### src/rtl/i2c_rx_pkg.sv
package i2c_rx_pkg;

  localparam int BYTE_W = 8;

  typedef enum logic [2:0] {
    ST_IDLE,
    ST_ADDR,
    ST_DATA,
    ST_ACK_SET,
    ST_ACK_HOLD,
    ST_ACK_DONE,
    ST_SKIP
  } rx_state_e;

endpackage

### src/rtl/i2c_line_sync.sv
module i2c_line_sync #(
  parameter int STAGES = 2
) (
  input  logic clk,
  input  logic rst_n,
  input  logic scl_i,
  input  logic sda_i,
  output logic scl_s,
  output logic sda_s,
  output logic scl_rise,
  output logic scl_fall,
  output logic start_det,
  output logic stop_det
);

  logic [STAGES-1:0] scl_sh, sda_sh;
  logic scl_q, sda_q;

  generate
    if (STAGES == 1) begin : g_one
      always_ff @(posedge clk or negedge rst_n) begin
        if (!rst_n) begin
          scl_sh <= '1;
          sda_sh <= '1;
        end else begin
          scl_sh <= scl_i;
          sda_sh <= sda_i;
        end
      end
    end else begin : g_chain
      always_ff @(posedge clk or negedge rst_n) begin
        if (!rst_n) begin
          scl_sh <= '1;
          sda_sh <= '1;
        end else begin
          scl_sh <= {scl_sh[STAGES-2:0], scl_i};
          sda_sh <= {sda_sh[STAGES-2:0], sda_i};
        end
      end
    end
  endgenerate

  always_ff @(posedge clk or negedge rst_n) begin
    if (!rst_n) begin
      scl_q <= 1'b1;
      sda_q <= 1'b1;
    end else begin
      scl_q <= scl_sh[STAGES-1];
      sda_q <= sda_sh[STAGES-1];
    end
  end

  assign scl_s     = scl_sh[STAGES-1];
  assign sda_s     = sda_sh[STAGES-1];
  assign scl_rise  = scl_s & ~scl_q;
  assign scl_fall  = ~scl_s & scl_q;
  assign start_det = scl_s & scl_q & sda_q & ~sda_s;
  assign stop_det  = scl_s & scl_q & ~sda_q & sda_s;

endmodule

### src/rtl/i2c_rx_ctrl.sv
module i2c_rx_ctrl
  import i2c_rx_pkg::*;
#(
  parameter int          WORD_BYTES = 3,
  parameter logic [6:0]  BCAST_ADDR = 7'h73,
  localparam int         WORD_W     = WORD_BYTES * BYTE_W
) (
  input  logic              clk,
  input  logic              rst_n,
  input  logic              scl_s,
  input  logic              sda_s,
  input  logic              scl_rise,
  input  logic              scl_fall,
  input  logic              start_det,
  input  logic              stop_det,
  input  logic [6:0]        dev_addr,
  output logic              sda_oe,
  output logic              busy,
  output logic              word_load,
  output logic [WORD_W-1:0] word_bits
);

  localparam int             BC_W     = $clog2(WORD_BYTES + 1);
  localparam logic [BC_W-1:0] LAST_IDX = BC_W'(WORD_BYTES - 1);
  localparam logic [BC_W-1:0] FULL_CNT = BC_W'(WORD_BYTES);

  rx_state_e         state;
  logic [2:0]        bit_cnt;
  logic [BC_W-1:0]   byte_cnt;
  logic [6:0]        shreg;
  logic [WORD_W-1:0] word_acc;
  logic              ack_en;
  logic              go_data;

  logic [BYTE_W-1:0] rx_byte;
  logic              addr_hit;
  logic              last_bit;

  assign rx_byte  = {shreg, sda_s};
  assign addr_hit = !sda_s && ((shreg == dev_addr) || (shreg == BCAST_ADDR));
  assign last_bit = (bit_cnt == 3'd7);

  always_ff @(posedge clk or negedge rst_n) begin
    if (!rst_n) begin
      state     <= ST_IDLE;
      bit_cnt   <= '0;
      byte_cnt  <= '0;
      shreg     <= '0;
      word_acc  <= '0;
      ack_en    <= 1'b0;
      go_data   <= 1'b0;
      sda_oe    <= 1'b0;
      busy      <= 1'b0;
      word_load <= 1'b0;
    end else begin
      word_load <= 1'b0;
      if (start_det) begin
        state    <= ST_ADDR;
        bit_cnt  <= '0;
        byte_cnt <= '0;
        ack_en   <= 1'b0;
        sda_oe   <= 1'b0;
        busy     <= 1'b0;
      end else if (stop_det) begin
        state  <= ST_IDLE;
        sda_oe <= 1'b0;
        busy   <= 1'b0;
      end else begin
        unique case (state)
          ST_ADDR: if (scl_rise) begin
            shreg   <= {shreg[5:0], sda_s};
            bit_cnt <= bit_cnt + 3'd1;
            if (last_bit) begin
              ack_en  <= addr_hit;
              go_data <= addr_hit;
              state   <= ST_ACK_SET;
            end
          end
          ST_DATA: if (scl_rise) begin
            shreg   <= {shreg[5:0], sda_s};
            bit_cnt <= bit_cnt + 3'd1;
            if (bit_cnt == 3'd0 && byte_cnt == '0) busy <= 1'b1;
            if (last_bit) begin
              go_data <= 1'b1;
              state   <= ST_ACK_SET;
              if (byte_cnt != FULL_CNT) begin
                ack_en   <= 1'b1;
                byte_cnt <= byte_cnt + 1'b1;
                word_acc <= (word_acc << BYTE_W) | WORD_W'(rx_byte);
                if (byte_cnt == LAST_IDX) begin
                  word_load <= 1'b1;
                  busy      <= 1'b0;
                end
              end else begin
                ack_en <= 1'b0;
              end
            end
          end
          ST_ACK_SET: if (scl_fall) begin
            sda_oe <= ack_en;
            state  <= ST_ACK_HOLD;
          end
          ST_ACK_HOLD: if (scl_rise) state <= ST_ACK_DONE;
          ST_ACK_DONE: if (scl_fall) begin
            sda_oe <= 1'b0;
            state  <= go_data ? ST_DATA : ST_SKIP;
          end
          default: ;
        endcase
      end
    end
  end

  assign word_bits = word_acc;

  AST_DRIVE_SCL_LOW: assert property (@(posedge clk) disable iff (!rst_n)
    $rose(sda_oe) |-> !scl_s);

  AST_DRIVE_STEADY: assert property (@(posedge clk) disable iff (!rst_n)
    (scl_s && $past(scl_s) && !$past(start_det) && !$past(stop_det)) |-> $stable(sda_oe));

  AST_READ_NO_ACK: assert property (@(posedge clk) disable iff (!rst_n)
    (state == ST_ADDR && scl_rise && last_bit && sda_s && !start_det && !stop_det) |=> !ack_en);

  AST_BUSY_DROP: assert property (@(posedge clk) disable iff (!rst_n)
    word_load |-> !busy);

  AST_START_REARM: assert property (@(posedge clk) disable iff (!rst_n)
    start_det |=> (!sda_oe && !busy));

endmodule

### src/rtl/i2c_word_hold.sv
module i2c_word_hold #(
  parameter int W = 24
) (
  input  logic         clk,
  input  logic         rst_n,
  input  logic         load,
  input  logic [W-1:0] load_data,
  input  logic         ready,
  output logic         valid,
  output logic [W-1:0] data
);

  always_ff @(posedge clk or negedge rst_n) begin
    if (!rst_n) begin
      valid <= 1'b0;
      data  <= '0;
    end else if (load) begin
      valid <= 1'b1;
      data  <= load_data;
    end else if (ready) begin
      valid <= 1'b0;
    end
  end

  AST_VALID_HOLD: assert property (@(posedge clk) disable iff (!rst_n)
    (valid && !ready && !load) |=> (valid && $stable(data)));

endmodule

### src/rtl/i2c_cmd_rx.sv
module i2c_cmd_rx #(
  parameter int         SYNC_STAGES = 2,
  parameter int         WORD_BYTES  = 3,
  parameter logic [6:0] BCAST_ADDR  = 7'h73,
  localparam int        WORD_W      = WORD_BYTES * 8
) (
  input  logic              clk,
  input  logic              rst_n,
  input  logic              scl_i,
  input  logic              sda_i,
  input  logic [6:0]        dev_addr,
  output logic              sda_oe,
  output logic              xfer_busy,
  output logic              word_valid,
  input  logic              word_ready,
  output logic [WORD_W-1:0] word_data
);

  logic scl_s, sda_s, scl_rise, scl_fall, start_det, stop_det;
  logic word_load;
  logic [WORD_W-1:0] word_bits;

  i2c_line_sync #(.STAGES(SYNC_STAGES)) u_sync (
    .clk       (clk),
    .rst_n     (rst_n),
    .scl_i     (scl_i),
    .sda_i     (sda_i),
    .scl_s     (scl_s),
    .sda_s     (sda_s),
    .scl_rise  (scl_rise),
    .scl_fall  (scl_fall),
    .start_det (start_det),
    .stop_det  (stop_det)
  );

  i2c_rx_ctrl #(.WORD_BYTES(WORD_BYTES), .BCAST_ADDR(BCAST_ADDR)) u_ctrl (
    .clk       (clk),
    .rst_n     (rst_n),
    .scl_s     (scl_s),
    .sda_s     (sda_s),
    .scl_rise  (scl_rise),
    .scl_fall  (scl_fall),
    .start_det (start_det),
    .stop_det  (stop_det),
    .dev_addr  (dev_addr),
    .sda_oe    (sda_oe),
    .busy      (xfer_busy),
    .word_load (word_load),
    .word_bits (word_bits)
  );

  i2c_word_hold #(.W(WORD_W)) u_hold (
    .clk       (clk),
    .rst_n     (rst_n),
    .load      (word_load),
    .load_data (word_bits),
    .ready     (word_ready),
    .valid     (word_valid),
    .data      (word_data)
  );

endmodule

### config.mk
export PLATFORM = sky130hd
export DESIGN_NAME = i2c_cmd_rx
export DESIGN_NICKNAME = d
export VERILOG_FILES = /design/src/rtl/i2c_rx_pkg.sv /design/src/rtl/i2c_line_sync.sv /design/src/rtl/i2c_rx_ctrl.sv /design/src/rtl/i2c_word_hold.sv /design/src/rtl/i2c_cmd_rx.sv
export SDC_FILE = /design/constraint.sdc
export NUM_CORES = 1
export LEC_CHECK = 0
export BUFFER_PORTS_ARGS = -buffer_cell sky130_fd_sc_hd__buf_2
export CAP_MARGIN = 20
export CORE_UTILIZATION = 30
export DETAILED_ROUTE_END_ITERATION = 10
export PLACE_DENSITY = 0.58
export SYNTH_ARGS = -nofsm -noshare
export SYNTH_HDL_FRONTEND = slang
export SYNTH_SLANG_ARGS = --single-unit
### constraint.sdc
create_clock -name clk -period 2 [get_ports clk]
set_input_delay 0.4 -clock clk [delete_from_list [all_inputs] [get_ports clk]]
set_output_delay 0.4 -clock clk [all_outputs]
set_load 0.02 [all_outputs]
==> summary.txt <==
CTS
  • Post-CTS Setup Repair Bufs: 0
  • Post-cts hold buffer count: 0
  • Clk sinks: 75
  • TritonCTS clock tree: yes
  • Num CTS Buffers: 9
  • Clock Latency Late Sink: 0.35 ns
  • # H-tree levels: 3
  • Resize count post-CTS: 0
  • CTS root buf: clkbuf_8
  • CTS clk-pin slew, worst paths: around 0.07 ns
  • Longest Clk Path Bufs: 2

Place
  • Final GP Congestion: approximately 0.74
  • Post-DP HPWL: approximately 3900 µm
  • Buffers added on ports: 38

Setup path
  • CP startpoint: u_ctrl.state[0]
  • Worst EP arrival: about 2.1 ns
  • Critical R2R Capture: u_ctrl.word_bits[23]
  • Worst path cell trace: or3b_4 -> nor4_4 -> buf_12 -> mux2_2
  • CP endpoint kind: register
  • Type of origin of the critical path: register
  • R2R depth: 4
  • Reg2reg setup slack: between 0.15 and 0.2 ns
  • CP Capture Point: u_ctrl.word_bits[23]
  • WS Path Type: reg2reg
  • Slowest CP cell: dfrtp_1
  • R2R Path Start: u_ctrl.state[0]
  • CP peak stage delay: 0.48 ns
  • CP Max Fanout: 28
  • CP required: approximately 2.2 ns

Drt
  • Vias: ~1900
  • Final wirelength: approximately 5600 µm
  • Routed vias/inst: between 4 and 5
  • WL/cell: around 14 µm
  • Post-route DRC: 0
  • Detailed Route Iter0 Violations: 67
  • Detailed Routing Iterations Pass 1: 4
  • Final ANT Viol Nets: 0

GRT
  • Most Used Layer, Global Route: met2
  • Met1 usage: roughly 15%
  • Largest net degree at the start of global routing: 38
  • Vias in the first global route: between 1500 and 2000
  • Initial antenna violation count: 0
  • Total grt overflow: 0
  • First-pass GRT wire length: 9740 µm
  • GR met3 Demand/Resource: under 10%
  • Met2 GRT Util: between 15 and 20%
  • Gr usage total: 11.6%

Floorplan
  • Die span in x: 105 µm
  • Starting Density: 30.7%
  • Full die area: 10900 µm²
  • Core Region: 10300 µm²
  • FP Rows: 37
  • Die Y: about 100 µm
  • IO Pins: 39

Timing
  • Maximum clock frequency: about 0.54 GHz
  • RSZ-0062 raised after global routing: no
  • Setup-failing EPs final: 0
  • Worst slew margin: 67.7%
  • Pins Over Slew Limit: 0
  • Total negative slack: 0 ns
  • Skew final: 0.00679 ns
  • Tcrit/Tclk final: 92.0%
  • Least-Margin Pin Slew: between 0.4 and 0.5 ns
  • Minimum clock period: around 1.8 ns
  • Final Hold Vio Count: 0
  • Worst hold margin: 0.0110 ns

Finish
  • Fin nets: between 200 and 300
  • Synth-to-layout area growth: 19.7%
  • N_diodes: 0
  • Fillers: about 1000
  • Layout cells sized above 1: 46.1%

Logic synthesis
  • EDFF count, synth: 0
  • Syn avg cell area: between 10 and 15 µm²
  • Sequential share of the synthesized area: about 60%
  • Top post-synthesis cells by count: dfrtp_1, mux2_2, inv_1, nor2_1, nand2_1
  • Synth top area cells: dfrtp_1, mux2_2, dfstp_2
  • Cell taking the most area after synthesis: dfrtp_1
  • Synthesis warning total: 0
  • Synth Cell Area: 3150 µm²
  • Primary FF master, synth: dfrtp_1
  • Yosys reg bits: between 70 and 80
  • Post-synth ARST share: 100%
  • Synth cell types: 43
  • Post-synth top area share: 54.8%
  • Count leader, synth: dfrtp_1
  • Syn Nets: 245
  • Cells after synthesis: approximately 230

Run status
  • Status: completed

Job
  • Max-Cap Viols: 0

Power and ir drop
  • Peak VDD IR: 346 µV
  • Leakage: about 1.9 nW
  • Power Total: about 0.0036 W
  • Power density over the cells: ~950 nW/µm²

Min path
  • Worst min path class: in2async
[cells by family (layout without fill, tap and decap cells)]
| kind of cell | after synthesis | after routing | synth area share (%) |
|---|---|---|---|
| buffers and inverters | 22 | 75 | 3.17 |
| adder cells (fa/ha/maj) | 6 | 6 | 2.38 |
| AND/OR/NAND/NOR | 37 | 37 | 6.67 |
| AO/OA/AOI/OAI | 18 | 18 | 4.21 |
| XOR/XNOR | 10 | 10 | 2.78 |
| multiplexers | 59 | 59 | 21.0 |
| flip-flops | 75 | 75 | 59.8 |
[metrics by stage]
stage	utilization [%]	setup slack, ns	cells	cell area, µm²
detailed placement	34.6	0.170	400	3550
global placement	34.6	0.206	400	3550
floorplan	-	0.0241	227	3170
global route	36.7	0.0680	416	3770
CTS	36.7	0.159	416	3770
finish	36.7	0.160	416	3770
[final cells by class]
type | instances | area (µm²) | area share (%)
Clock buffer | 12 | 145 | 3.85
Clock inverter | 4 | 73.8 | 1.96
Inverter | 12 | 45.0 | 1.19
Multi-Input combinational cell | 130 | 1180 | 31.3
Sequential cell | 75 | 1880 | 49.9
Tap cell | 136 | 170 | 4.51
Timing Repair Buffer | 47 | 273 | 7.23
[critical path: cells and delay by family, from the launching register on]
kind / cells / cell delay, ns
flops: 1 / 0.48
simple gates: 2 / 0.65
buf+inv: 1 / 0.23
mux: 1 / 0.35
[state kept, by name (all words and copies together) (netlist names), 2 cells and up]
signal,cells
u_ctrl.word_bits,24
u_hold.data,24
u_ctrl.shreg,7
u_ctrl.bit_cnt,3
u_ctrl.state,3
u_ctrl.byte_cnt,2
u_sync.scl_sh,2
u_sync.sda_sh,2
[cell usage in the layout, fill, tap and decap left out, types with 2 or more instances in the layout]
master     count
bufinv_16      2
nor3_1         3
xor2_1         3
inv_1         12
dfrtp_1       69
a21boi_0       2
clkbuf_8      10
nor2_1         9
mux2i_1        4
ha_1           6
buf_4          9
buf_2         37
dfstp_2        6
o31ai_1        3
xnor2_1        7
clkbuf_1       2
mux2_2        54
and3_1         2
a31oi_1        2
or3_1          2
a21oi_1        2
nand2_1        8
[where the power goes]
part | internal [W] | switching, W
Sequential | 0.00165 | 0.000179
Combinational | 0.000254 | 0.000234
Clock | 0.000738 | 0.000541
[per-layer routing]
metal	routed length [µm]	share of wire, %
met5	0	0
met4	74	1.3
met3	305	5.4
met2	2530	45
met1	2710	48
[worst min path at each step]
stage | from | end | slack [ns] | cells past startpoint
floorplan | rst_n | u_ctrl.ack_en | 0.10 | 0
global placement | u_sync.sda_sh[0] | u_sync.sda_sh[1] | 0.35 | 0
CTS | rst_n | u_hold.data[2] | 0.008 | 1
global route | rst_n | u_hold.data[20] | 0.04 | 1
finish | rst_n | u_hold.data[2] | 0.01 | 1
detailed placement | u_sync.sda_sh[0] | u_sync.sda_sh[1] | 0.35 | 0
Note: power is estimated with default switching activity, not from simulation.
